<file path="src/rtl/mem_slot_tracker.sv">
module mem_slot_tracker #(
  parameter int NSLOT = 4,
  parameter int AW    = 32,
  parameter int SW    = 16,
  parameter int TW    = 2,
  localparam int SIW  = (NSLOT > 1) ? $clog2(NSLOT) : 1
) (
  input  logic           clk,
  input  logic           rst_n,
  input  logic           req_vld,
  input  logic           req_fetch,
  input  logic           req_addr_ok,
  input  logic [AW-1:0]  req_addr,
  input  logic [TW-1:0]  req_tid,
  input  logic [SW-1:0]  req_seq,
  output logic           req_grant,
  output logic           req_deny,
  output logic [SIW-1:0] req_slot,
  input  logic           issue_vld,
  input  logic [SIW-1:0] issue_slot,
  input  logic           rel_vld,
  input  logic [SIW-1:0] rel_slot,
  input  logic           sq_vld,
  input  logic [TW-1:0]  sq_tid,
  input  logic [SW-1:0]  sq_seq,
  input  logic           done_vld,
  input  logic [SIW-1:0] done_slot,
  output logic           done_keep,
  output logic           done_drop
);

  logic [NSLOT-1:0] vld, pnd, sqd, sq_hit;
  logic [AW-1:0]    adr [NSLOT];
  logic [TW-1:0]    tid [NSLOT];
  logic [SW-1:0]    seq [NSLOT];

  logic           hit, free_found, sq_blk, done_sq;
  logic [SIW-1:0] free_idx;

  always_comb begin
    hit        = 1'b0;
    free_found = 1'b0;
    free_idx   = '0;
    for (int i = 0; i < NSLOT; i++) begin
      if (vld[i] && adr[i] == req_addr) hit = 1'b1;
      if (!vld[i] && !free_found) begin
        free_found = 1'b1;
        free_idx   = SIW'(i);
      end
    end
  end

  assign sq_blk    = sq_vld && req_tid == sq_tid && req_seq > sq_seq;
  assign req_grant = req_vld && req_addr_ok && free_found && (req_fetch || !hit) && !sq_blk;
  assign req_deny  = req_vld && !req_grant;
  assign req_slot  = free_idx;

  assign done_sq   = sqd[done_slot] || sq_hit[done_slot];
  assign done_drop = done_vld && done_sq;
  assign done_keep = done_vld && !done_sq;

  for (genvar g = 0; g < NSLOT; g++) begin : g_slot
    logic take, clr;
    assign sq_hit[g] = sq_vld && vld[g] && tid[g] == sq_tid && seq[g] > sq_seq;
    assign take = req_grant && free_idx == SIW'(g);
    assign clr  = (rel_vld && rel_slot == SIW'(g))
               || (done_vld && done_slot == SIW'(g) && done_sq)
               || (sq_hit[g] && !pnd[g]);

    always_ff @(posedge clk) begin
      if (!rst_n) begin
        vld[g] <= 1'b0;
        pnd[g] <= 1'b0;
        sqd[g] <= 1'b0;
        adr[g] <= '0;
        tid[g] <= '0;
        seq[g] <= '0;
      end else begin
        if (take) begin
          vld[g] <= 1'b1;
          adr[g] <= req_addr;
          tid[g] <= req_tid;
          seq[g] <= req_seq;
        end
        if (issue_vld && issue_slot == SIW'(g)) pnd[g] <= 1'b1;
        if (done_vld && done_slot == SIW'(g)) pnd[g] <= 1'b0;
        if (sq_hit[g]) sqd[g] <= 1'b1;
        if (clr) begin
          vld[g] <= 1'b0;
          pnd[g] <= 1'b0;
          sqd[g] <= 1'b0;
        end
      end
    end
  end

  assert_no_grant_wo_addr_R1: assert property (@(posedge clk) disable iff (!rst_n)
    req_grant |-> req_addr_ok);
  assert_grant_occupies_R2: assert property (@(posedge clk) disable iff (!rst_n)
    req_grant |=> vld[$past(req_slot)]);
  assert_release_valid_R4: assert property (@(posedge clk) disable iff (!rst_n)
    rel_vld |-> vld[rel_slot]);
  assert_squashed_in_flight_R6: assert property (@(posedge clk) disable iff (!rst_n)
    (sqd & ~pnd) == '0);
  assert_done_in_flight_R7: assert property (@(posedge clk) disable iff (!rst_n)
    done_vld |-> pnd[done_slot]);
  assert_done_exclusive_R7: assert property (@(posedge clk) disable iff (!rst_n)
    !(done_keep && done_drop));
  assert_full_deny_R8: assert property (@(posedge clk) disable iff (!rst_n)
    (&vld) |-> !req_grant);
  assert_sq_priority_R9: assert property (@(posedge clk) disable iff (!rst_n)
    (sq_vld && req_vld && req_tid == sq_tid && req_seq > sq_seq) |-> req_deny);

endmodule

</file>
<file path="config.mk">
export PLATFORM = sky130hd
export DESIGN_NAME = mem_slot_tracker
export DESIGN_NICKNAME = d
export VERILOG_FILES = /design/src/rtl/mem_slot_tracker.sv
export SDC_FILE = /design/constraint.sdc
export NUM_CORES = 1
export LEC_CHECK = 0
export ABC_AREA = 1
export BUFFER_PORTS_ARGS = -buffer_cell sky130_fd_sc_hd__buf_4
export CORE_ASPECT_RATIO = 0.9
export CORE_MARGIN = 10
export CORE_UTILIZATION = 42
export CTS_BUF_LIST = sky130_fd_sc_hd__clkbuf_16
export DETAILED_ROUTE_END_ITERATION = 6
export SLEW_MARGIN = 20
export SYNTH_ARGS = -nofsm -noshare
export SYNTH_HDL_FRONTEND = slang
export SYNTH_SLANG_ARGS = --single-unit
</file>
<file path="constraint.sdc">
create_clock -name clk -period 8.1 [get_ports clk]
set_input_delay 0.81 -clock clk [delete_from_list [all_inputs] [get_ports clk]]
set_output_delay 0.81 -clock clk [all_outputs]
set_load 0.02 [all_outputs]
</file>
* Word level (Yosys, flattened, before mapping)
Memory sizes are Yosys's and may differ from the RTL's.
Index checks and enable logic that the tools add are counted.
** Storage, ports and cells
- Bits in latches :: 0
- ROM bits :: 0
- RAM bits :: 200
- Output and inout bits :: 6
- Register bits after elaboration :: 12
- Input port bits :: 83
- Memories kept :: 3
- Logic and storage cells :: 182
** Cells by class
- Bitwise operators :: 13
- Magnitude comparators :: 6
- Multiplexer cells :: 40
- Add/subtract/negate cells :: 0
- Equality and inequality tests :: 21
- Reductions and logical operators :: 87
- Shift-type cells :: 0
- Div/mod/pow operators :: 0
- Multipliers :: 0
** Memory list
- adr :: depth 4, bits a word 32, read ports 4, clocked after memory_dff 0, write ports 4, line 33 : logic [AW-1:0] adr [NSLOT];
- seq :: depth 4, bits a word 16, read ports 4, clocked after memory_dff 0, write ports 4, line 35 : logic [SW-1:0] seq [NSLOT];
- tid :: depth 4, bits a word 2, read ports 4, clocked after memory_dff 0, write ports 4, line 34 : logic [TW-1:0] tid [NSLOT];
** Operators by type and width (count)
- 32-bit equality test :: 4
- 32-bit two-way mux :: 4
- 16-bit > comparator :: 5
- 16-bit two-way mux :: 4
- 1-bit logical AND :: 52
- 1-bit two-way mux :: 24
- 2-bit equality test (second input constant) :: 8
- 1-bit zero test :: 13
- 2-bit two-way mux :: 6
- 1-bit OR :: 12
- 3-bit OR reduction :: 4
- 2-bit equality test :: 5
- 1-bit logical OR :: 10
- 2-bit by 1-bit equality test with 1-bit output (second input constant) :: 4
- 2-bit zero test :: 4
- 2-bit OR reduction :: 4
- 1-bit binary-select mux with 2-bit select :: 2
- 2-bit by 3-bit less-than comparator with 1-bit output (second input constant) :: 1
- 1-bit NOT :: 1

* Longest topological paths before layout
Gate-level depths: netlist (run 1).
- Word-level depth :: 17
- Mapped depth :: 17
- Depth with buffers taken out :: 17

* Least setup slack after synthesis (run 1)
OpenSTA, ideal clock, no wires.
- Path type :: in2reg
- From :: input port sq_seq[11]
- To :: memory adr[0][0], enable pin
- Data arrival time :: 3.276 ns
- Setup time :: 0.409 ns
- Setup slack :: 4.416 ns
- Buffers on the path :: 0
- Stages :: 11
- Data required time :: 7.691 ns
- Cells stage by stage :: inv_1 ha_1 nand2_1 inv_2 nand3_1 or2_0 nor2_1 nor2_1 a21oi_4 nand3_1 nand2_1
** RTL lines
- from (decl) :: line 25 : input logic [SW-1:0] sq_seq,
- to (decl) :: line 33

* Worst setup path in the final report (run 1)
- From :: input port sq_seq[15]
- To :: output port req_deny
** On the way
- Cells in the longest elaborated chain, start to end :: 6
** RTL lines
- 16-bit > comparator :: line 53 : assign sq_blk = sq_vld && req_tid == sq_tid && req_seq > sq_seq;
- 1-bit logical AND :: line 53
- 1-bit zero test :: line 54 : assign req_grant = req_vld && req_addr_ok && free_found && (req_fetch || !hit) && !sq_blk;
- 1-bit logical AND :: line 54
- 1-bit zero test :: line 55 : assign req_deny = req_vld && !req_grant;
- 1-bit logical AND :: line 55
- to (decl) :: line 17 : output logic req_deny,
Every way passes these cells.

==> results of run 1 <==
==> Yosys cell counts <==
cell type  instances  area share, %
o21bai_1           7           0.44
or2_1              6           0.31
a21o_1             2           0.12
o2111ai_1          1          0.073
o21ai_0           47            2.0
buf_6             21            2.0
nor3_1             3           0.12
or2_0              4           0.21
nor2_2            24            1.2
a31oi_1            3           0.16
nand4_4            4           0.71
o22ai_1            1          0.052
a21oi_4            1           0.13
dfxtp_1           12            2.0
nand2_4            1          0.093
nand2_1          321             10
o21ai_1            1          0.041
xnor2_1           20            1.5
buf_1              1          0.031
inv_1            157            4.9
buf_2              5           0.21
edfxtp_1         200             50
and2_1             3           0.16
ha_1              80            8.3
o211ai_1           7           0.44
or2_2              6           0.31
nand3_1           40            1.7
a21oi_1           55            2.3
nand4_1           14           0.73
o221ai_1           1          0.073
xor2_1             5           0.36
nor2_1           286            8.9
inv_2             19           0.59
o21a_1             4           0.25
==> flip-flops by register name, indices dropped and copies added (netlist names) <==
signal / count
sqd: 4
vld: 4
tid: 8
adr: 128
pnd: 4
seq: 64
==> cells by family after synthesis <==
kind of cell | Yosys count | share of synthesized area (%)
and+or+nand+nor | 712 | 24.43
buffers and inverters | 203 | 7.676
adders and majority gates | 80 | 8.298
AOI/OAI and AO/OA | 130 | 6.006
xor gates and xnor gates | 25 | 1.815
DFF | 212 | 51.78
==> where the power goes <==
group	internal, W	switching, W	total (W)
sequential	0.00125	0.0000214	0.00127
clock	0.000586	0.000437	0.00102
combinational	0.000107	0.000204	0.000311
==> final cells by class <==
type / instances / area (um^2) / area share [%]
Timing Repair Buffer: 92 / 690.7 / 5.048
Clock buffer: 25 / 625.6 / 4.572
Inverter: 176 / 660.6 / 4.828
Sequential cell: 212 / 6246 / 45.65
Clock inverter: 19 / 108.9 / 0.7955
Tap cell: 360 / 450.4 / 3.292
Multi-Input combinational cell: 947 / 4901 / 35.82
==> per-stage QoR <==
stage / hold WS [ns] / worst slack, ns / instance area (um^2)
6_report: 0.4563 / 4.406 / 13680
5_1_grt: 0.4735 / 4.278 / 13680
4_1_cts: 0.4552 / 4.397 / 13680
3_5_place_dp: 0.4468 / 4.078 / 12950
3_3_place_gp: 0.4440 / 4.092 / 12950
2_1_floorplan: 0.4267 / 4.416 / 12060
==> final timing paths <==
path / slack (ns) / endpoint / cells past startpoint / from
setup / recovery: 4.41 / req_deny / 11 / sq_seq[15]
hold / removal: 0.46 / pnd[3] / 2 / pnd[3]
setup reg to reg: 5.02 / seq[0][3] / 12 / adr[3][27]
hold reg to reg: 0.46 / pnd[3] / 2 / pnd[3]
==> metal layers <==
metal | part of all wire (%) | track usage, %
met5 | 0 | 0
met4 | 2.0 | 4.300
met3 | 7.0 | 2.749
met2 | 42 | 26.04
met1 | 49 | 27.01
==> worst reg2reg max path: stages (launching register included) <==
cell and delay (ns):
edfxtp_1 0.38, o21ai_0 0.37, nor2_1 0.11, nand2_1 0.09, nor2_1 0.04, nand3_1 0.11, nor2_1 0.06, nor2_1 0.10
nand2_1 0.12, nand2_4 0.17, nand3_1 0.13, nand2_2 0.51, buf_4 0.51
==> results.yml, run 1 <==
route:
  drt_iter0_drc: 712
  via_per_inst: 5.067
  via_count: 9277
  drtPass1Iterations: 5
  ant_nets: 0
  avgRoutedWirePerCell_um: 17.79
  routed_wl_mm: 32.57
  drc: 0
yosys:
  synth_cells: 1362
  seq_area_frac_synth_pct: 51.78
  yosysWarnings: 0
  synth_area_um2: 12060
  syn_avg_cell_area_um2: 8.857
  syn_nets: 1525
  synth_cell_types: 34
  ys_seq_elements: 212
clock_tree:
  post-cts-setup-buffers: 0
  clkSlewWorstSetupHoldPaths_ns: 0.06
  cts-resized-gates: 0
  numCtsBuffers: 25
  clock_latency_ns: 0.54
  holdBufCountCts: 0
  root_buffer: "clkbuf_16"
  clockBufferDepth: 3
  h-tree-depth: 1
  cts.sinks: 212
  cts_tree: "done"
flow_run:
  cap_violations: 0
pwr:
  power_density_nw_per_um2: 190.4
  leakage_nw: 6.253
  ir_drop_uv: 141.7
  total_power_w: 0.002605
layout:
  layout.cells.non_filler: 1831
  final_common_cell: "nand2_1"
  final_cell_mix: "nand2_1, nor2_1, edfxtp_1, inv_1, buf_4"
  layout-drive-gt1-share_pct: 12.24
  final_core_util_pct: 48.60
  syn_to_final_growth_pct: 13.43
  fillCellCount: 2708
  final_net_count: 1617
  diodes: 0
floorplan:
  die_y_um: 180.8
  start_util_pct: 42.84
  core_um2: 28160
  rows: 58
  fp.dieW_um: 198.6
  ios: 89
  die_area_um2: 35910
worst_setup_path:
  start_kind: "input pin"
  cp_cell_sequence: "buf_4 -> inv_1 -> ha_1 -> nand4_1 -> or2_0 -> nor2_1 -> nor2_1 -> a21oi_4 -> and2_1 -> nor2_1 -> buf_4"
  crit_fanout: 9
  crit_top_cell: "nor2_1"
  arrival_ns: 2.88
  critPathTopFamily: "simple AND/OR/NAND/NOR gates"
  slowest_delay_ns: 0.41
  cp.required_ns: 7.29
  path_buf_inv: 3
  worstSetupPathType: "in -> out"
  cp_slowest_cell: "a21oi_4"
  cp-end-kind: "output port"
timing:
  hold_viol_final: 0
  period_minus_slack_ns: 3.694
  setup_tns_ns: 0
  max_freq_mhz: 270.7
  slew_headroom_pct: 28.43
  max_slew.worst_pin.slew_ns: 1.071
  finalSetupViolCount: 0
  skew_ns: 0.02323
  report.final.slew_viol_count: 0
  rsz0062_at_grt: "no"
  post-route-period-util_pct: 45.60
placement:
  port_buffers: 88
  place_hpwl_mm: 23.40
  gp_congestion: 0.8627
  placed_cells: 1787
min_path:
  hp-class: "reg -> reg"
outcome:
  status: "finished, final reports clean"
grt:
  grt_pass1_wl_mm: 50.21
  grt_overflow: 0
  antenna_found_initial: 0
  grt_pass1_vias: 8844
  grt.total_usage_pct: 17.90
  grt_max_degree: 51
No activity file was read; power rests on OpenSTA's default activity.
==> run 2: changes to the inputs <==
Clock period 8.1 ns to 3.46 ns, I/O delays scaled along.
==> results.yml, run 2 (synthesized netlist as in run 1, its figures left out) <==
outcome:
  status: "finished, final reports clean"
floorplan:
  fp.dieW_um: 198.6
  die_area_um2: 35910
  die_y_um: 180.8
  core_um2: 28160
  ios: 89
  rows: 58
  start_util_pct: 42.84
worst_setup_path:
  regToRegSetupSlack_ns: 0.73
  path_buf_inv: 1
  worstReg2RegStart: "adr[1][5]"
  critPathTopFamily: "simple AND/OR/NAND/NOR gates"
  slowest_delay_ns: 0.37
  cp-end-kind: "output port"
  cp_slowest_cell: "edfxtp_1"
  crit_fanout: 6
  arrival_ns: 2.70
  cp.required_ns: 3.11
  cp-startpoint: "seq[3][13]"
  worstSetupPathType: "reg -> out"
  start_kind: "flop"
  cp_cell_sequence: "ha_1 -> a21oi_1 -> o21ai_0 -> a21oi_1 -> nand2_1 -> nand3_1 -> nand3_1 -> nor3_1 -> buf_4"
route:
  routed_wl_mm: 32.65
  met3WireLength_mm: 2.293
  drt_iter0_drc: 785
  drtPass1Iterations: 5
  wl_met2_mm: 13.73
  avgRoutedWirePerCell_um: 17.75
  drc: 0
  via_count: 9350
  highest-signal-layer: "met4"
  via_per_inst: 5.082
  ant_nets: 0
  met1_length_mm: 15.99
timing:
  max_freq_mhz: 328.4
  period_minus_slack_ns: 3.045
  max_slew.worst_pin.slew_ns: 0.9856
  slew_headroom_pct: 34.29
  hold_viol_final: 0
  skew_ns: 0.009830
  post-route-period-util_pct: 88.00
  holdWs_ns: 0.1240
  finalSetupViolCount: 0
  setup_tns_ns: 0
  setup_slack_ns: 0.4153
  rsz0062_at_grt: "no"
  report.final.slew_viol_count: 0
clock_tree:
  clkSlewWorstSetupHoldPaths_ns: 0.06
  numCtsBuffers: 25
  clock_latency_ns: 0.52
  post-cts-setup-buffers: 0
  cts-resized-gates: 0
  holdBufCountCts: 0
  root_buffer: "clkbuf_16"
  cts_tree: "done"
  clockBufferDepth: 3
  h-tree-depth: 1
  cts.sinks: 212
layout:
  final_cell_mix: "nand2_1, nor2_1, edfxtp_1, inv_1, buf_4"
  diodes: 0
  top_register: "adr"
  largestRegisters: "adr x128, seq x64, tid x8"
  final_net_count: 1627
  syn_to_final_growth_pct: 14.83
  largest_reg_flops: 128
  layout.cells.non_filler: 1840
  final_common_cell: "nand2_1"
  layout-drive-gt1-share_pct: 12.91
min_path:
  hp-class: "in -> reg"
  hold_start: "issue_slot[1]"
pwr:
  total_power_w: 0.006112
  power_density_nw_per_um2: 441.2
  p_clk_share_pct: 39.1
  p_sw_w: 0.001551
  switching_share_pct: 25.38
  comb_power_share_pct: 12.3
  seqPwrFrac_pct: 48.6
  internal-power_w: 0.004561
  ir_drop_uv: 290.1
  leakage_nw: 6.315
grt:
  grt_pass1_wl_mm: 50.88
  grt.total_usage_pct: 17.98
  grt_max_degree: 51
  antenna_found_initial: 0
  grt_pass1_vias: 8918
  grt_overflow: 0
placement:
  port_buffers: 88
  gp_congestion: 0.8829
  place_hpwl_mm: 24.28
  pre_cts_slack_ns: 0.1923
  placed_cells: 1797
flow_run:
  cap_violations: 0
## run 2: cell types whose count changed in the layout (fill, tap and decap cells not counted), sizes merged
cell and change:
buf +10, clkinv +6, inv -7
## run 2: worst paths after layout
check | end | cells past startpoint
setup reg to reg | adr[3][28] | 12
hold / removal | pnd[2] | 3
setup / recovery | done_keep | 9
hold reg to reg | pnd[3] | 2
## run 2: worst reg2reg max path, stage by stage, from the launching register on
cell,delay [ns]
edfxtp_1,0.32
inv_1,0.06
o21ai_0,0.31
nor2_1,0.07
nand2_1,0.06
nor2_1,0.04
nand3_1,0.10
nor2_1,0.07
nor2_1,0.12
nand2_1,0.12
nand2_4,0.17
nand4_4,0.75
nor2_1,0.35
## run 2: through the flow
| stage | instance area (um^2) | utilization (%) |
|---|---|---|
| floorplan | 12060 | - |
| global placement | 13120 | 46.61 |
| detailed placement | 13120 | 46.61 |
| CTS | 13850 | 49.20 |
| global route | 13850 | 49.20 |
| finish | 13850 | 49.20 |
## run 2: power groups by stage
stage                     clock network [W]  registers (W)  logic, W
after floorplan                           0        0.00302  0.000439
final                               0.00239        0.00297  0.000751
after global routing                0.00252        0.00298  0.000845
after CTS                           0.00243        0.00297  0.000752
after detailed placement                  0        0.00302  0.000748
after global placement                    0        0.00302  0.000738
## run 2: layout make-up
cell class              count  area, um^2
flip-flops and latches    212        6246
well taps                 360       450.4
repair buffers            102       865.8
inverters                 176       660.6
clock buffers              25       625.6
fillers                  2689       14310
clock inverters            18       102.6
multi-input cells         947        4901
## run 2: layer usage
metal | vias to the layer above | global-route usage [%]
li1 | 4633 | -
met1 | 4379 | 27.53
met2 | 289 | 26.04
met3 | 49 | 2.248
met4 | 0 | 4.300
met5 | - | 0
